File: src/rtl/atm_txsync_pkg.sv
`timescale 1ns/1ps
// Shared constants and types of the transmit cell synchronizer.
// Assumes: one octet per FIFO entry, fixed-length cells.
package atm_txsync_pkg;
    localparam int CELL_OCTETS  = 53;
    localparam int OCTET_BITS   = 8;
    localparam int CELLCNT_BITS = 8;

    // Decision taken at the FIFO side on one cycle
    typedef enum logic [1:0] {
        FETCH_NONE  = 2'd0,
        FETCH_START = 2'd1,
        FETCH_BODY  = 2'd2
    } fetch_kind_t;
endpackage

File: src/rtl/atm_txsync_idx.sv
`timescale 1ns/1ps
// Octet position counter inside the current cell.
// Counts 0 .. CELL_LEN-1 and wraps; position 0 means "at a cell boundary".
// Assumes: step is high only when an octet of the cell is read.
module atm_txsync_idx #(
    parameter int CELL_LEN = 53,
    localparam int IDX_W   = $clog2(CELL_LEN)
) (
    input  logic             clk,
    input  logic             rst_n,
    input  logic             step,
    output logic [IDX_W-1:0] idx,
    output logic             at_head
);
    localparam logic [IDX_W-1:0] LAST = IDX_W'(CELL_LEN - 1);

    logic at_tail;

    // Boundary and last-octet decode of the position
    always_comb begin
        at_head = (idx == '0);
        at_tail = (idx == LAST);
    end

    // Advance the position by one octet per read, wrapping after the last
    always_ff @(posedge clk) begin
        if (!rst_n) begin
            idx <= '0;
        end else if (step) begin
            idx <= at_tail ? '0 : idx + 1'b1;
        end
    end
endmodule

File: src/rtl/atm_txsync_gate.sv
`timescale 1ns/1ps
// Read decision for the FIFO side.
// Opens a cell only at a boundary with a complete cell waiting; inside a
// cell it keeps reading whenever the output slot can take an octet.
// Assumes: cell_cnt counts complete cells not yet begun.
module atm_txsync_gate #(
    parameter int CNT_W = 8
) (
    input  logic                            at_head,
    input  logic [CNT_W-1:0]                cell_cnt,
    input  logic                            slot_free,
    output atm_txsync_pkg::fetch_kind_t     kind,
    output logic                            fetch,
    output logic                            nocell
);
    import atm_txsync_pkg::*;

    logic cell_waiting;

    // Classify this cycle: start a cell, continue one, or do nothing
    always_comb begin
        cell_waiting = (cell_cnt != '0);
        kind         = FETCH_NONE;
        if (slot_free) begin
            if (!at_head)          kind = FETCH_BODY;
            else if (cell_waiting) kind = FETCH_START;
        end
        fetch  = (kind != FETCH_NONE);
        nocell = at_head && !cell_waiting;
    end
endmodule

File: src/rtl/atm_txsync_stage.sv
`timescale 1ns/1ps
// One-entry output register toward the framer.
// Holds octet and start flag while the framer stalls; frees itself when
// the octet is taken and nothing new is loaded.
// Assumes: load is only raised while slot_free is high.
module atm_txsync_stage #(
    parameter int OCTET_W = 8
) (
    input  logic               clk,
    input  logic               rst_n,
    input  logic               load,
    input  logic [OCTET_W-1:0] in_octet,
    input  logic               in_first,
    input  logic               take,
    output logic               slot_free,
    output logic [OCTET_W-1:0] out_octet,
    output logic               out_first,
    output logic               out_valid
);
    // Slot can be refilled when empty or emptied on this edge
    always_comb begin
        slot_free = !out_valid || take;
    end

    // Load a new octet, drop a taken one, or hold under back-pressure
    always_ff @(posedge clk) begin
        if (!rst_n) begin
            out_valid <= 1'b0;
            out_first <= 1'b0;
            out_octet <= '0;
        end else if (load) begin
            out_valid <= 1'b1;
            out_first <= in_first;
            out_octet <= in_octet;
        end else if (take && out_valid) begin
            out_valid <= 1'b0;
            out_first <= 1'b0;
        end
    end
endmodule

File: src/rtl/atm_tx_cell_sync.sv
`timescale 1ns/1ps
// Transmit cell synchronizer: moves whole cells from a first-word-fall-
// through FIFO to a framer, flagging the first octet of each cell.
// Assumes: the FIFO lowers fifo_cells at the edge that reads a cell's
// first octet, and all octets of a counted cell are already stored.
module atm_tx_cell_sync #(
    parameter int OCTET_W  = atm_txsync_pkg::OCTET_BITS,
    parameter int CELL_LEN = atm_txsync_pkg::CELL_OCTETS,
    parameter int CNT_W    = atm_txsync_pkg::CELLCNT_BITS
) (
    input  logic               clk,
    input  logic               rst_n,
    input  logic [OCTET_W-1:0] fifo_data,
    input  logic [CNT_W-1:0]   fifo_cells,
    output logic               fifo_rd,
    output logic [OCTET_W-1:0] tx_octet,
    output logic               tx_valid,
    output logic               tx_soc,
    input  logic               tx_ready,
    output logic               tx_nocell
);
    import atm_txsync_pkg::*;

    localparam int IDX_W = $clog2(CELL_LEN);

    logic             at_head;
    logic [IDX_W-1:0] pos;
    logic             slot_free;
    logic             fetch;
    fetch_kind_t      kind;
    logic             first_oct;

    atm_txsync_idx #(.CELL_LEN(CELL_LEN)) u_idx (
        .clk     (clk),
        .rst_n   (rst_n),
        .step    (fetch),
        .idx     (pos),
        .at_head (at_head)
    );

    atm_txsync_gate #(.CNT_W(CNT_W)) u_gate (
        .at_head   (at_head),
        .cell_cnt  (fifo_cells),
        .slot_free (slot_free),
        .kind      (kind),
        .fetch     (fetch),
        .nocell    (tx_nocell)
    );

    // First octet of a cell is the one read as a cell start
    always_comb begin
        first_oct = (kind == FETCH_START) && (pos == '0);
        fifo_rd   = fetch;
    end

    atm_txsync_stage #(.OCTET_W(OCTET_W)) u_stage (
        .clk       (clk),
        .rst_n     (rst_n),
        .load      (fetch),
        .in_octet  (fifo_data),
        .in_first  (first_oct),
        .take      (tx_ready),
        .slot_free (slot_free),
        .out_octet (tx_octet),
        .out_first (tx_soc),
        .out_valid (tx_valid)
    );
endmodule

File: config.mk
export PLATFORM = sky130hd
export DESIGN_NAME = atm_tx_cell_sync
export DESIGN_NICKNAME = d
export VERILOG_FILES = /design/src/rtl/atm_txsync_pkg.sv /design/src/rtl/atm_txsync_idx.sv /design/src/rtl/atm_txsync_gate.sv /design/src/rtl/atm_txsync_stage.sv /design/src/rtl/atm_tx_cell_sync.sv
export SDC_FILE = /design/constraint.sdc
export NUM_CORES = 1
export LEC_CHECK = 0
export BUFFER_PORTS_ARGS = -buffer_cell sky130_fd_sc_hd__buf_2
export CAP_MARGIN = 40
export CORE_MARGIN = 2
export CORE_UTILIZATION = 41
export CTS_CLUSTER_DIAMETER = 200
export DETAILED_ROUTE_END_ITERATION = 8
export GPL_TIMING_DRIVEN = 0
export PLACE_DENSITY_LB_ADDON = 0.3
export SYNTH_ARGS = -nofsm -noshare
export SYNTH_HDL_FRONTEND = slang
export SYNTH_SLANG_ARGS = --single-unit
File: constraint.sdc
create_clock -name clk -period 1.4 [get_ports clk]
set_input_delay 0.07 -clock clk [delete_from_list [all_inputs] [get_ports clk]]
set_output_delay 0.07 -clock clk [all_outputs]
set_load 0.05 [all_outputs]
==> impl_metrics.ini, run 1 <==
[setup_path]
worstSetupStartpoint = u_idx.idx[1]
worstPathRequired_ns = 1.33
crit_path_end = fifo_rd
worstPathArrival_ns = 1.48
critPathCaptureType = output port
crit_slowest_cell = dfxtp_2
worstSetupStartpointType = register
max_stage_delay_ns = 0.35
crit_fanout = 6
crit_type = reg -> out
crit_chain = inv_2 > ha_4 > nand2b_4 > and4b_1 > buf_6 > nor2_8 > buf_8
r2r_end = u_stage.out_octet[6]
reg2reg_from = u_idx.idx[1]
reg2reg_slack_ns = -0.12
reg2reg_depth = 8

[drt]
drtIter0Drc = 11
vias = 718
drt_pre_antenna_iters = 4
drc = 0
routed_wl_um = 1640
final_antenna_net_count = 0
vias_per_cell = 4.79
routedWlPerCell_um = 10.9

[cts]
worstSkewPairLatency_ns = 0.29
root_buffer = clkbuf_4
holdBufCountCts = 0
cts.reportedPaths.clkPinSlew_ns = 0.09
clk_path_buf_depth = 2
clock-sinks = 16
cts_tree = built
numCtsBuffers = 3
cts.htree.levels = 1

[synth]
netlist_top_cells_count = 25 x nand2_1, 16 x dfxtp_1, 9 x mux2i_1
synth_area_leader_cell = dfxtp_1
seq_area_frac_synth = 0.418
synth_area_um2 = 766
ys_top_cells_by_area = dfxtp_1 42%, nand2_1 12%, mux2i_1 12%
yosysWarnings = 0
post-synth-top-count-cell = nand2_1
synth-edff-count = 0
syn_inst = 88
synth-main-ff-cell = dfxtp_1
syn_nets = 109
async_flop_share = 0
synth.top_cell.area_share = 0.418
ys_ff_latch = 16
yosysUniqueCellTypes = 25
synth.avg_cell_area_um2 = 8.70

[finish]
final_nets = 147
syn_to_final_growth_pct = 36.4
drive_above_1_share = 0.376
final_util = 0.599
diodes = 0
fill_cells = 165
fin_area_mm2 = 0.00104

[grt]
grt_pass1_wl_um = 2440
grt_pass1_vias = 605
gr-usage-all-layers = 0.162
grt_max_degree = 11
grt_overflow = 0
antenna_found_initial = 0

[place]
globalplace.congestion = 0.746
dpl_cell_area_um2 = 962
portBuffers = 29
dp_hpwl_um = 1200

[outcome]
status = finished with violations
violations = setup timing

[sta]
max_slew_margin = 0.670
finalHoldViolCount = 0
finClkSkew_ns = 0.00136
setup_viol = 16
finalCritPeriodShare = 1.11
hold_slack_ns = 0.0152
worst-slew-pin-transition_ns = 0.490
rsz0062_at_grt = yes
slew_violations = 0
max_freq_mhz = 646
fin_ws_ns = -0.149
tns_ns = -1.36
fin_crit_ns = 1.55

[floorplanning]
die_w_um = 47.2
die_area_mm2 = 0.00223
initial_core_util = 0.439
core_area_mm2 = 0.00175
die_h_um = 47.2
ios = 31
rows = 15

[pwr]
fin_total_pwr_mw = 1.07
p_leak_nw = 0.506
powerDensity_mw_per_mm2 = 1020
peakVddDrop_v = 0.000605

[job]
cap_violations = 0

[worst_hold_path]
hold_class = in -> reg
-- stage by stage --
step	setup slack, ns	cells
3_3_place_gp	-0.151	142
6_report	-0.149	150
4_1_cts	-0.123	150
3_5_place_dp	-0.155	142
2_1_floorplan	-0.152	88
5_1_grt	-0.213	150
-- power breakdown --
part / switching (mW) / leakage [nW] / total (mW) / internal [mW]
registers: 0.0166 / 0.133 / 0.501 / 0.485
clock network: 0.146 / 0.0210 / 0.305 / 0.159
logic: 0.163 / 0.352 / 0.263 / 0.0997
-- cell usage in the layout, fill, tap and decap left out --
| cell type | netlist | routed |
|---|---|---|
| a21oi_1 | 4 | 4 |
| a31oi_1 | 1 | 1 |
| and4b_1 | 1 | 1 |
| buf_2 | 1 | 28 |
| buf_4 | 0 | 4 |
| buf_6 | 1 | 2 |
| buf_8 | 0 | 1 |
| clkbuf_1 | 2 | 2 |
| clkbuf_4 | 0 | 3 |
| clkbuf_8 | 0 | 1 |
| dfxtp_1 | 16 | 14 |
| dfxtp_2 | 0 | 2 |
| ha_1 | 2 | 1 |
| ha_4 | 0 | 1 |
| inv_1 | 4 | 2 |
| inv_2 | 0 | 2 |
| mux2i_1 | 9 | 9 |
| nand2_1 | 25 | 25 |
| nand2b_1 | 1 | 1 |
| nand2b_4 | 0 | 1 |
| nand3b_1 | 1 | 1 |
| nand4_1 | 1 | 1 |
| nor2_1 | 3 | 3 |
| nor2_8 | 1 | 1 |
| nor2b_1 | 2 | 2 |
| nor3_1 | 2 | 2 |
| nor4_1 | 3 | 3 |
| o21ai_0 | 1 | 1 |
| o41ai_2 | 1 | 1 |
| or3_1 | 2 | 2 |
| xnor2_1 | 2 | 2 |
| xor2_1 | 1 | 1 |
-- cell type report --
cell class | instances | area, um^2 | share of cell area
plain buffers | 4 | 23.8 | 0.0228
clock buffers | 4 | 36.3 | 0.0347
inverters | 4 | 15.0 | 0.0144
multi-input cells | 64 | 424 | 0.406
flip-flops and latches | 16 | 323 | 0.309
well taps | 25 | 31.3 | 0.0299
repair buffers | 33 | 191 | 0.183
-- kinds of logic (layout without fill, tap and decap cells) --
kind of cell    after synthesis  count (layout)  synth area share
simple gates                 43              43             0.284
flops                        16              16             0.418
mux                           9               9             0.118
buf+inv                       8              45            0.0506
compound gates                7               7            0.0621
xor+xnor                      3               3            0.0343
fa+ha+maj                     2               2            0.0327
-- sequential cells by signal (all words and copies together), names as in the netlist --
signal	count
u_stage.out_octet	8
u_idx.idx	6
u_stage.out_first	1
u_stage.out_valid	1
-- worst max-delay path, delay by kind of cell, from the launching register on --
kind / cells / cell delay (ns)
simple gates: 3 / 0.34
buf+inv: 3 / 0.34
flops: 1 / 0.35
fa+ha+maj: 1 / 0.16
-- metal layers --
layer | track usage | vias up | part of all wire
met1 | 0.178 | 322 | 0.42
met4 | 0.133 | 0 | 0.032
met5 | 0 | - | 0
met2 | 0.274 | 22 | 0.48
li1 | - | 370 | -
met3 | 0.0231 | 4 | 0.064
-- timing repair --
| item | in CTS | in global routing |
|---|---|---|
| setup endpoints to repair | 16 | 16 |
| pin swaps | 4 | 1 |
| buffers inserted | 4 | 0 |
| gates resized for setup | 5 | 0 |
-- worst min path at each step --
stage / start / to / slack, ns / depth (start not counted)
floorplan: fifo_data[0] / u_stage.out_octet[0] / 0.21 / 2
global placement: fifo_data[2] / u_stage.out_octet[2] / 0.32 / 3
detailed placement: fifo_data[4] / u_stage.out_octet[4] / 0.32 / 3
CTS: fifo_data[4] / u_stage.out_octet[4] / 0.01 / 3
global route: fifo_data[2] / u_stage.out_octet[2] / 0.01 / 3
finish: fifo_data[4] / u_stage.out_octet[4] / 0.02 / 3
(Power assumes the default switching activity.)
==> run 2: changes to the inputs <==
- ABC_AREA: default -> 1
- CORE_UTILIZATION: 41 -> 42
==> impl_metrics.ini, run 2 <==
[synth]
post-synth-top-count-cell = nor2_1
synth.avg_cell_area_um2 = 7.63
synth_area_leader_cell = dfxtp_1
synth_area_um2 = 832
netlist_top_cells_count = 27 x nor2_1, 16 x dfxtp_1, 10 x inv_1, 10 x nand2_1, 6 x a21oi_1
async_flop_share = 0
syn_nets = 130
yosysWarnings = 0
ys_ff_latch = 16
synth.top_cell.area_share = 0.385
syn_inst = 109
ys_top_cells_by_area = dfxtp_1 38%, nor2_1 12%, inv_1 4.5%
yosysUniqueCellTypes = 22
seq_area_frac_synth = 0.385
synth-main-ff-cell = dfxtp_1
synth-edff-count = 0

[sta]
finalHoldViolCount = 0
fin_ws_ns = -0.0254
hold_slack_ns = 0.0111
slew_violations = 0
rsz0062_at_grt = yes
finClkSkew_ns = 0.00635
worst-slew-pin-transition_ns = 0.597
max_freq_mhz = 702
finalCritPeriodShare = 1.02
max_slew_margin = 0.602
setup_viol = 4
tns_ns = -0.0333
fin_crit_ns = 1.43

[finish]
layout_common_cells = 28 x buf_2, 26 x nor2_1, 10 x buf_4, 10 x dfxtp_1, 9 x nand2_1
diodes = 0
top_regs = u_stage.out_octet x8, u_idx.idx x6
largest_reg_flops = 8
drive_above_1_share = 0.535
final_nets = 177
final_common_cell = buf_2
syn_to_final_growth_pct = 54.7
regMostFlops = u_stage.out_octet

[grt]
grt_max_degree = 11
grt_pass1_vias = 834
grt_pass1_wl_um = 3390
grt_overflow = 0
antenna_found_initial = 0
gr-usage-all-layers = 0.185

[place]
portBuffers = 30
dp_hpwl_um = 1280
globalplace.congestion = 0.798

[cts]
worstSkewPairLatency_ns = 0.29
clock-sinks = 16
cts.reportedPaths.clkPinSlew_ns = 0.10
cts_tree = built
clk_path_buf_depth = 2
cts.htree.levels = 1
root_buffer = clkbuf_4
numCtsBuffers = 3

[setup_path]
worstSetupStartpointType = register
critPathCaptureType = output port
reg2reg_slack_ns = -0.01
worstPathRequired_ns = 1.33
worstPathArrival_ns = 1.36
crit_type = reg -> out
crit_fanout = 4

[drt]
drc = 0
vias_per_cell = 4.86
vias = 885
final_antenna_net_count = 0
drtIter0Drc = 13
drt_pre_antenna_iters = 4
routedWlPerCell_um = 12.4
routed_wl_um = 2250

[job]
cap_violations = 0

[floorplanning]
die_w_um = 48.5
ios = 31
rows = 16
die_h_um = 48.5
die_area_mm2 = 0.00235
core_area_mm2 = 0.00192
initial_core_util = 0.433

[pwr]
powerDensity_mw_per_mm2 = 881
p_leak_nw = 0.635
fin_total_pwr_mw = 1.13
peakVddDrop_v = 0.000701

[outcome]
violations = setup timing
status = finished with violations

[worst_hold_path]
hold_class = in -> reg
[run 2: worst max-delay path, stage by stage (launching register included)]
cell and delay (ns):
dfxtp_4 0.36, inv_4 0.06, ha_4 0.12, nand2_4 0.05, nor2_4 0.11, nand2_4 0.10
nand2_8 0.09, inv_8 0.03, buf_8 0.14
[run 2: power by group]
| group | internal, mW | total, mW | switching, mW | leakage, nW |
|---|---|---|---|---|
| sequential | 0.485 | 0.505 | 0.0191 | 0.135 |
| combinational | 0.121 | 0.322 | 0.201 | 0.479 |
| clock | 0.159 | 0.308 | 0.150 | 0.0210 |
| total | 0.765 | 1.13 | 0.370 | 0.635 |
[run 2: worst paths after layout]
kind,from,endpoint,depth (start not counted)
worst max register to register,u_idx.idx[0],u_stage.out_octet[2],10
worst min register to register,u_stage.out_first,u_stage.out_first,2
worst max-delay path,u_idx.idx[0],fifo_rd,8
worst min-delay path,fifo_data[0],u_stage.out_octet[0],3
[run 2: cell type report]
type                    instances  area [um^2]
inverters                      11         51.3
flip-flops and latches         16          330
clock buffers                   4         36.3
repair buffers                 43          288
well taps                      27         33.8
fillers                       163          634
multi-input cells              79          524
plain buffers                   2         23.8
[run 2: per-stage QoR]
stage | cell area [um^2] | util | cells | worst slack, ns
3_3_place_gp | 1020 | 0.531 | 166 | -0.161
4_1_cts | 1170 | 0.611 | 178 | -0.0151
2_1_floorplan | 836 | - | 109 | 0.00502
5_1_grt | 1290 | 0.670 | 182 | -0.0892
3_5_place_dp | 1020 | 0.531 | 166 | -0.161
6_report | 1290 | 0.670 | 182 | -0.0254
[run 2: metal layers]
metal	GRT usage	part of all wire
met4	0.0571	0.028
met5	0	0
met2	0.356	0.54
met1	0.189	0.36
met3	0.0586	0.073
[run 2: what timing repair did]
action / CTS / global route
buffers inserted: 9 / 2
cloned: 0 / 1
hold buffers: 0 / 1
pin swaps: 4 / 7
hold endpoints to repair: 0 / 1
resized for setup: 20 / 19
setup endpoints to repair: 17 / 17
[run 2: cell families after synthesis]
logic type               after synthesis  share of synthesized area
XOR/XNOR                               3                     0.0316
AO/OA/AOI/OAI                         16                     0.0962
flip-flops                            16                      0.385
adder cells (fa/ha/maj)                2                     0.0301
buffers and inverters                 14                     0.0917
AND/OR/NAND/NOR                       58                      0.365
